`src/rtl/sdma_pkg.sv`:
```
package sdma_pkg;
    typedef enum logic [1:0] {
        ST_IDLE   = 2'd0,
        ST_FILL   = 2'd1,
        ST_STREAM = 2'd2,
        ST_DRAIN  = 2'd3
    } sdma_state_e;
endpackage

```
`src/rtl/sdma_trigger_reg.sv`:
```
module sdma_trigger_reg #(
    parameter int          ADDR_W    = 16,
    parameter int          DATA_W    = 8,
    parameter logic [15:0] TRIG_ADDR = 16'hFF46,
    parameter logic [7:0]  RESET_VAL = 8'hFF
) (
    input  logic              clk,
    input  logic              rst_n,
    input  logic              wr_en,
    input  logic [ADDR_W-1:0] addr,
    input  logic [DATA_W-1:0] wdata,
    output logic              hit,
    output logic [DATA_W-1:0] page_q
);
    localparam logic [ADDR_W-1:0] MATCH = ADDR_W'(TRIG_ADDR);
    localparam logic [DATA_W-1:0] INIT  = DATA_W'(RESET_VAL);

    assign hit = wr_en && (addr == MATCH);

    always_ff @(posedge clk) begin
        if (!rst_n)   page_q <= INIT;
        else if (hit) page_q <= wdata;
    end

    AST_PAGE_CAPTURE: assert property (@(posedge clk) disable iff (!rst_n)
        hit |=> (page_q == $past(wdata)));
    AST_PAGE_HOLD: assert property (@(posedge clk) disable iff (!rst_n)
        !hit |=> $stable(page_q));
endmodule

```
`src/rtl/sdma_counter.sv`:
```
module sdma_counter #(
    parameter int W = 8
) (
    input  logic         clk,
    input  logic         rst_n,
    input  logic         clr,
    input  logic         inc,
    output logic [W-1:0] value
);
    always_ff @(posedge clk) begin
        if (!rst_n || clr) value <= '0;
        else if (inc)      value <= value + W'(1);
    end

    AST_NO_WRAP: assert property (@(posedge clk) disable iff (!rst_n)
        (inc && !clr) |-> (value != '1));
endmodule

```
`src/rtl/sdma_fsm.sv`:
```
module sdma_fsm
    import sdma_pkg::*;
#(
    parameter int LEN   = 160,
    parameter int CNT_W = 8
) (
    input  logic             clk,
    input  logic             rst_n,
    input  logic             start,
    input  logic [CNT_W-1:0] rd_idx,
    output logic             rd_go,
    output logic             wr_go,
    output logic             busy
);
    localparam logic [CNT_W-1:0] LAST_RD = CNT_W'(LEN - 1);

    sdma_state_e state_q, state_d;

    always_ff @(posedge clk) begin
        if (!rst_n) state_q <= ST_IDLE;
        else        state_q <= state_d;
    end

    always_comb begin
        state_d = state_q;
        unique case (state_q)
            ST_IDLE:   state_d = start ? ST_FILL : ST_IDLE;
            ST_FILL:   state_d = start ? ST_FILL : ST_STREAM;
            ST_STREAM: begin
                if (start)                 state_d = ST_FILL;
                else if (rd_idx == LAST_RD) state_d = ST_DRAIN;
                else                       state_d = ST_STREAM;
            end
            ST_DRAIN:  state_d = start ? ST_FILL : ST_IDLE;
            default:   state_d = ST_IDLE;
        endcase
    end

    always_comb begin
        rd_go = 1'b0;
        wr_go = 1'b0;
        busy  = 1'b1;
        unique case (state_q)
            ST_IDLE:   busy  = 1'b0;
            ST_FILL:   rd_go = 1'b1;
            ST_STREAM: begin
                rd_go = 1'b1;
                wr_go = 1'b1;
            end
            ST_DRAIN:  wr_go = 1'b1;
            default:   busy  = 1'b0;
        endcase
    end

    AST_RD_BOUND: assert property (@(posedge clk) disable iff (!rst_n)
        rd_go |-> (rd_idx < CNT_W'(LEN)));
    AST_RESTART_NO_WR: assert property (@(posedge clk) disable iff (!rst_n)
        start |=> (busy && rd_go && !wr_go));
    AST_BUSY_RISE: assert property (@(posedge clk) disable iff (!rst_n)
        (start && !busy) |=> $rose(busy));
endmodule

```
`src/rtl/sprite_dma.sv`:
```
module sprite_dma #(
    parameter int          ADDR_W    = 16,
    parameter int          DATA_W    = 8,
    parameter int          XFER_LEN  = 160,
    parameter logic [15:0] DST_BASE  = 16'hFE00,
    parameter logic [15:0] TRIG_ADDR = 16'hFF46,
    parameter logic [7:0]  RESET_VAL = 8'hFF
) (
    input  logic              clk,
    input  logic              rst_n,
    input  logic              cpu_wr_en,
    input  logic [15:0]       cpu_addr,
    input  logic [7:0]        cpu_wdata,
    output logic [7:0]        page_rdata,
    output logic              src_rd_en,
    output logic [15:0]       src_addr,
    input  logic [7:0]        src_rdata,
    output logic              dst_wr_en,
    output logic [15:0]       dst_addr,
    output logic [7:0]        dst_wdata,
    output logic              busy
);
    localparam int              CNT_W      = $clog2(XFER_LEN + 1);
    localparam int              PAGE_SHIFT = ADDR_W - DATA_W;
    localparam logic [ADDR_W-1:0] DST_ORG  = ADDR_W'(DST_BASE);

    logic             start;
    logic [CNT_W-1:0] rd_idx, wr_idx;
    logic             rd_go, wr_go;

    sdma_trigger_reg #(
        .ADDR_W(ADDR_W), .DATA_W(DATA_W),
        .TRIG_ADDR(TRIG_ADDR), .RESET_VAL(RESET_VAL)
    ) u_trig (
        .clk(clk), .rst_n(rst_n), .wr_en(cpu_wr_en), .addr(cpu_addr),
        .wdata(cpu_wdata), .hit(start), .page_q(page_rdata)
    );

    sdma_counter #(.W(CNT_W)) u_rd_cnt (
        .clk(clk), .rst_n(rst_n), .clr(start), .inc(rd_go), .value(rd_idx)
    );

    sdma_counter #(.W(CNT_W)) u_wr_cnt (
        .clk(clk), .rst_n(rst_n), .clr(start), .inc(wr_go), .value(wr_idx)
    );

    sdma_fsm #(.LEN(XFER_LEN), .CNT_W(CNT_W)) u_fsm (
        .clk(clk), .rst_n(rst_n), .start(start), .rd_idx(rd_idx),
        .rd_go(rd_go), .wr_go(wr_go), .busy(busy)
    );

    assign src_rd_en = rd_go;
    assign src_addr  = (ADDR_W'(page_rdata) << PAGE_SHIFT) + ADDR_W'(rd_idx);
    assign dst_wr_en = wr_go;
    assign dst_addr  = DST_ORG + ADDR_W'(wr_idx);
    assign dst_wdata = src_rdata;

    AST_FIRST_SRC: assert property (@(posedge clk) disable iff (!rst_n)
        start |=> (src_rd_en &&
                   src_addr == (ADDR_W'($past(cpu_wdata)) << PAGE_SHIFT)));
    AST_DST_WINDOW: assert property (@(posedge clk) disable iff (!rst_n)
        dst_wr_en |-> (dst_addr >= DST_ORG &&
                       dst_addr < DST_ORG + ADDR_W'(XFER_LEN)));
    AST_DST_STEP: assert property (@(posedge clk) disable iff (!rst_n)
        (dst_wr_en && $past(dst_wr_en)) |-> (dst_addr == $past(dst_addr) + 16'd1));
    AST_WR_AFTER_RD: assert property (@(posedge clk) disable iff (!rst_n)
        dst_wr_en |-> $past(src_rd_en));
    AST_IDLE_QUIET: assert property (@(posedge clk) disable iff (!rst_n)
        !busy |-> (!src_rd_en && !dst_wr_en));
endmodule

```
`config.mk`:
```
export PLATFORM = sky130hd
export DESIGN_NAME = sprite_dma
export DESIGN_NICKNAME = d
export VERILOG_FILES = /design/src/rtl/sdma_pkg.sv /design/src/rtl/sdma_trigger_reg.sv /design/src/rtl/sdma_counter.sv /design/src/rtl/sdma_fsm.sv /design/src/rtl/sprite_dma.sv
export SDC_FILE = /design/constraint.sdc
export NUM_CORES = 1
export LEC_CHECK = 0
export CORE_MARGIN = 3
export CORE_UTILIZATION = 30
export DETAILED_ROUTE_END_ITERATION = 6
export GPL_ROUTABILITY_DRIVEN = 0
export GPL_TIMING_DRIVEN = 0
export PLACE_DENSITY = 0.7
export SYNTH_ARGS = -nofsm -noshare
export SYNTH_HDL_FRONTEND = slang
export SYNTH_SLANG_ARGS = --single-unit
```
`constraint.sdc`:
```
create_clock -name clk -period 4.1 [get_ports clk]
set_input_delay 0.82 -clock clk [delete_from_list [all_inputs] [get_ports clk]]
set_output_delay 0.82 -clock clk [all_outputs]
set_load 0.1 [all_outputs]
```
; ---- Yosys cells after proc, flatten, opt, wreduce, memory -nomap -nowiden
; Index checks and enable logic that the tools add are counted.
; Widths: inputs -> output; s select.
[totals]
inputBits = 35
elab_cells = 28
reg_bits = 26
out_inout_bits = 51
[op_classes]
addsub = 4
eq_ne = 5
reduce_logical = 7
muxes = 8
[op_table]
columns = op, n
row1 = $add 16x8->16, 1
row2 = $add 8x1->8 const B, 2
row3 = $eq 16x16->1 const B, 1
row4 = $add 10x9->11 const A, 1
row5 = $eq 8x8->1 const B, 1
row6 = $pmux 2 s3, 1
row7 = $reduce_or 2->1, 3
row8 = $mux 1, 5
row9 = $eq 2x2->1 const B, 2
row10 = $mux 2, 2
row11 = $eq 2x1->1 const B, 1
row12 = $logic_not 2->1, 1
row13 = $logic_and 1x1->1, 1
row14 = $logic_not 1->1, 1
row15 = $logic_or 1x1->1, 1

; ---- Depth between registers and ports, before layout
; Gate-level depths: netlist of run 1.
[depth]
depth_word = 4
depth_mapped = 7
depth_no_buf = 6

; ---- Cells and area by module
; A second synthesis of run 1 with hierarchy kept.
[unflattened]
cells_unflattened = 162
area_unflattened_um2 = 1473.9
[by_module_without_submodules]
columns = mod, seq_area_each_um2, cells_per_inst, area_each_um2, n_inst
row1 = sdma_counter, 160.2, 38, 345.3, 2
row2 = sdma_trigger_reg, 160.2, 42, 415.4, 1
row3 = sprite_dma, 0.0, 26, 187.7, 1
row4 = sdma_fsm, 40.0, 18, 180.2, 1

; ---- Worst setup path after synthesis of run 1
; OpenSTA, ideal clock, no wires.
[synth_path]
path_kind = register to output
startpoint = reg u_fsm.state_q[0]
endpoint = out dst_wr_en
t_arrival_ps = 1640
path_buffers = 1
setup_slack_ps = 1640
stages_incl_launch_ff = 5
t_required_ps = 3280
path_cell_list = dfxtp_1 inv_1 ha_1 or2_2 clkbuf_1
[synth_via]
elab_chain_len = 3
word_cells_on_any_way = 4
cone_classes = eq/ne: 2 / mux: 1 / reduce/logical: 1
[synth_rtl]
columns = item, line_no
row1 = from (decl), sdma_fsm.sv:17  ; sdma_state_e state_q, state_d;
row2 = from (signal assigned), sdma_fsm.sv:21  ; else state_q <= state_d;
row3 = $eq 2x2->1, sdma_fsm.sv:43  ; unique case (state_q)
row4 = $reduce_or 2->1 (no source line) (*), --
row5 = $mux 1 (*), sdma_fsm.sv:43
row6 = to (decl), sprite_dma.sv:18  ; output logic dst_wr_en,
; Mark *: on every way between the ends. The rest lies on a longest branch, timed or not.

; ---- Worst setup path in the final report of run 1
; Same ends and word-level chain as after synthesis.

==> results of run 1 <==
tightest hold or removal path, delay by kind of cell, from the launching register on:
| kind | cells | cell delay [ns] |
|---|---|---|
| AO/OA/AOI/OAI | 1 | 0.07 |
| flip-flops | 1 | 0.33 |
| AND/OR/NAND/NOR | 1 | 0.07 |
area by class of cell:
class | count | area, µm² | share of cell area, %
Tap cell | 52 | 65.1 | 2.90
Timing Repair Buffer | 67 | 671 | 29.9
Sequential cell | 26 | 520 | 23.2
Inverter | 3 | 11.3 | 0.503
Multi-Input combinational cell | 112 | 703 | 31.4
Buffer | 30 | 215 | 9.60
Clock buffer | 4 | 55.1 | 2.46
sequential cells by signal, indices dropped and copies added (netlist names):
register and cells:
u_fsm.state_q 2, u_rd_cnt.value 8, u_wr_cnt.value 8, u_trig.page_q 8
layout by cell type (no fill, tap or decap):
master / netlist / routed
and2b_1: 1 / 1
and3_1: 2 / 2
and4_1: 2 / 2
and4bb_1: 2 / 2
buf_2: 1 / 1
buf_4: 25 / 25
buf_6: 1 / 1
clkbuf_1: 3 / 3
clkbuf_8: 0 / 4
clkdlybuf4s50_1: 0 / 67
conb_1: 2 / 8
dfxtp_1: 26 / 26
ha_1: 6 / 6
inv_1: 3 / 3
mux2i_1: 2 / 2
nand2_1: 13 / 13
nand3_1: 13 / 13
nand4_1: 5 / 5
nand4_4: 1 / 1
nand4b_1: 1 / 1
nor2_1: 21 / 21
nor4_1: 1 / 1
o2111ai_1: 1 / 1
o211a_1: 1 / 1
o21ai_0: 8 / 8
o21ai_2: 1 / 1
or2_2: 1 / 1
or3_1: 1 / 1
or3_2: 7 / 7
xnor2_1: 4 / 4
xor2_1: 10 / 10
routing by layer:
metal	track usage, %	routed length, µm	up-vias
met5	0	0	-
met4	4.94	76	0
met3	2.67	247	7
met2	20.8	1640	56
met1	15.0	1420	599
li1	-	-	677
metrics by stage:
step	instances	util (%)	total power (W)	hold slack [ns]	area (µm²)
after floorplan	171	-	0.000343	0.632	1450
after global routing	294	50.1	0.000555	0.546	2240
after detailed placement	290	48.9	0.000376	0.504	2190
after global placement	290	48.9	0.000376	0.497	2190
after CTS	294	50.1	0.000539	0.519	2240
final	294	50.1	0.000534	0.513	2240
cell families (layout without fill, tap and decap cells):
| family | after synthesis | after routing | synth area share, % |
|---|---|---|---|
| compound gates | 11 | 11 | 4.73 |
| mux | 2 | 2 | 1.40 |
| simple gates | 71 | 71 | 27.2 |
| flops | 26 | 26 | 36.5 |
| fa+ha+maj | 6 | 6 | 5.26 |
| buf+inv | 33 | 104 | 15.9 |
| other cells | 2 | 8 | 0.526 |
| xor+xnor | 14 | 14 | 8.59 |
synth_stat cells:
master	instances	share of area, %
xor2_1	10	6.1
and3_1	2	0.88
nand3_1	13	4.6
ha_1	6	5.3
nand2_1	13	3.4
dfxtp_1	26	36
and2b_1	1	0.53
buf_2	1	0.35
conb_1	2	0.53
nor4_1	1	0.44
mux2i_1	2	1.4
or3_1	1	0.44
o2111ai_1	1	0.61
buf_6	1	0.79
buf_4	25	13
nor2_1	21	5.5
or3_2	7	3.7
xnor2_1	4	2.5
o211a_1	1	0.70
nand4_1	5	2.2
and4bb_1	2	1.8
clkbuf_1	3	0.79
o21ai_0	8	2.8
or2_2	1	0.44
inv_1	3	0.79
and4_1	2	1.2
nand4_4	1	1.5
nand4b_1	1	0.61
o21ai_2	1	0.61
worst max path at each step:
stage / slack [ns] / end / depth (start not counted)
4_1_cts: 0.80 / dst_wr_en / 5
2_1_floorplan: 1.64 / dst_wr_en / 4
6_report: 0.82 / dst_wr_en / 5
5_1_grt: 0.70 / dst_wr_en / 5
3_3_place_gp: 1.12 / dst_wr_en / 5
3_5_place_dp: 1.10 / dst_wr_en / 5
power by group:
part	total, W	internal, W	switching (W)
combinational	0.000118	0.0000400	0.0000776
clock	0.000164	0.0000858	0.0000786
sequential	0.000252	0.000252	0.00000000143
==> impl_metrics.ini, run 1 <==
[status]
outcome = completed

[clocking]
clk_pin_slew_ns = 0.08
cts_sinks = 26
postCtsHoldBufs = 0
clock_path_buffers = 2
cts_inserted_buffers = 3
htree_levels = 1
post_cts_buffers = 0
cts-root-buf = clkbuf_8
cts_resized = 0
cts_tree = yes
clk_latency_ns = 0.27

[min_path]
hold_depth = 2
hp-start = u_trig.page_q[6]
worstHoldEndpoint = u_trig.page_q[6]
hold_class = reg -> reg

[yosys]
yosys.cell_types.count = 29
avgSynthCellArea_um2 = 8.65
yosys_warnings = 0
netlist_area_mm2 = 0.00143
ys_seq_elements = 26
seq_area_frac_synth_pct = 36.5
syn_inst = 165

[drt]
drt_iter0_drc = 19
wl_per_cell_um = 11.5
num_vias = 1339
via_per_inst = 4.55
drtPass1Iterations = 4
wirelength_um = 3390
ant_nets = 0
drc = 0

[die]
dieArea_mm2 = 0.00562
core_mm2 = 0.00447
fp.dieH_um = 75.0
io_pins = 86
dieWidth_um = 75.0
start_util_pct = 31.9
rows = 24

[grt]
grtUsageTotal_pct = 12.3
grt_max_degree = 15
grt_pass1_wl_um = 5430
first_global_vias = 1293
grt-ovfl-total = 0
antenna_found_initial = 0

[place]
dp_hpwl_um = 2720
dp_slack_ns = 1.10
numPortBuffers = 67

[worst_setup_path]
worstReg2RegStart = u_fsm.state_q[0]
endpoint_kind = output pin
r2r_end = u_rd_cnt.value[7]
critPathTopFamily = buffers and inverters
cp.required_ns = 3.28
r2r_cells = 7
path_cells = inv_1, ha_1, or2_2, clkbuf_1, clkdlybuf4s50_1
r2r_slack_ns = 2.36
path_max_fanout = 6
criticalPathCategory = reg -> out
cp_slowest_cell = clkdlybuf4s50_1
start_kind = flip-flop
startpoint = u_fsm.state_q[0]
path_buf_inv = 3
max_stage_delay_ns = 1.19
critPathArrivalTime_ns = 2.46

[flow_run]
maxCapViolations = 0

[sta]
slew_viol_final = 0
tns_ns = 0
fin_ws_ns = 0.818
fin_crit_ns = 3.28
finalCritPeriodShare_pct = 80.0
fmax_mhz = 305
tightest_slew_ns = 0.990
max_slew_margin_pct = 33.8
final_hold_viol_count = 0
setup_viol = 0
rsz0062_at_grt = no
finClkSkew_ns = 0.0105

[pwr]
max-vdd-ir-drop_v = 0.000133
p_leak_nw = 0.907
powerDensity_mw_per_mm2 = 238

[layout]
drive_gt1_share_pct = 16.9
n_antenna_cell = 0
area_delta_synth_final_pct = 57.0
fin_nets = 284
n_fill_cell = 432
Note: power is estimated with default switching activity, not from simulation.
==> run 2: changes to the inputs <==
==> constraint.sdc (replaced) <==
create_clock -name clk -period 3.33 [get_ports clk]
set_input_delay 0.666 -clock clk [delete_from_list [all_inputs] [get_ports clk]]
set_output_delay 0.666 -clock clk [all_outputs]
set_load 0.1 [all_outputs]
==> results of run 2 <==
Same layout as run 1 (identical final DEF). Status: completed.
Main changes from that run: setup slack after placement 1.10 ns -> 0.487 ns; setup slack after layout 0.818 ns -> 0.202 ns; register-to-register setup slack 2.36 ns -> 1.59 ns; total power 0.000534 W -> 0.000658 W; worst IR drop on VDD 0.000133 V -> 0.000164 V
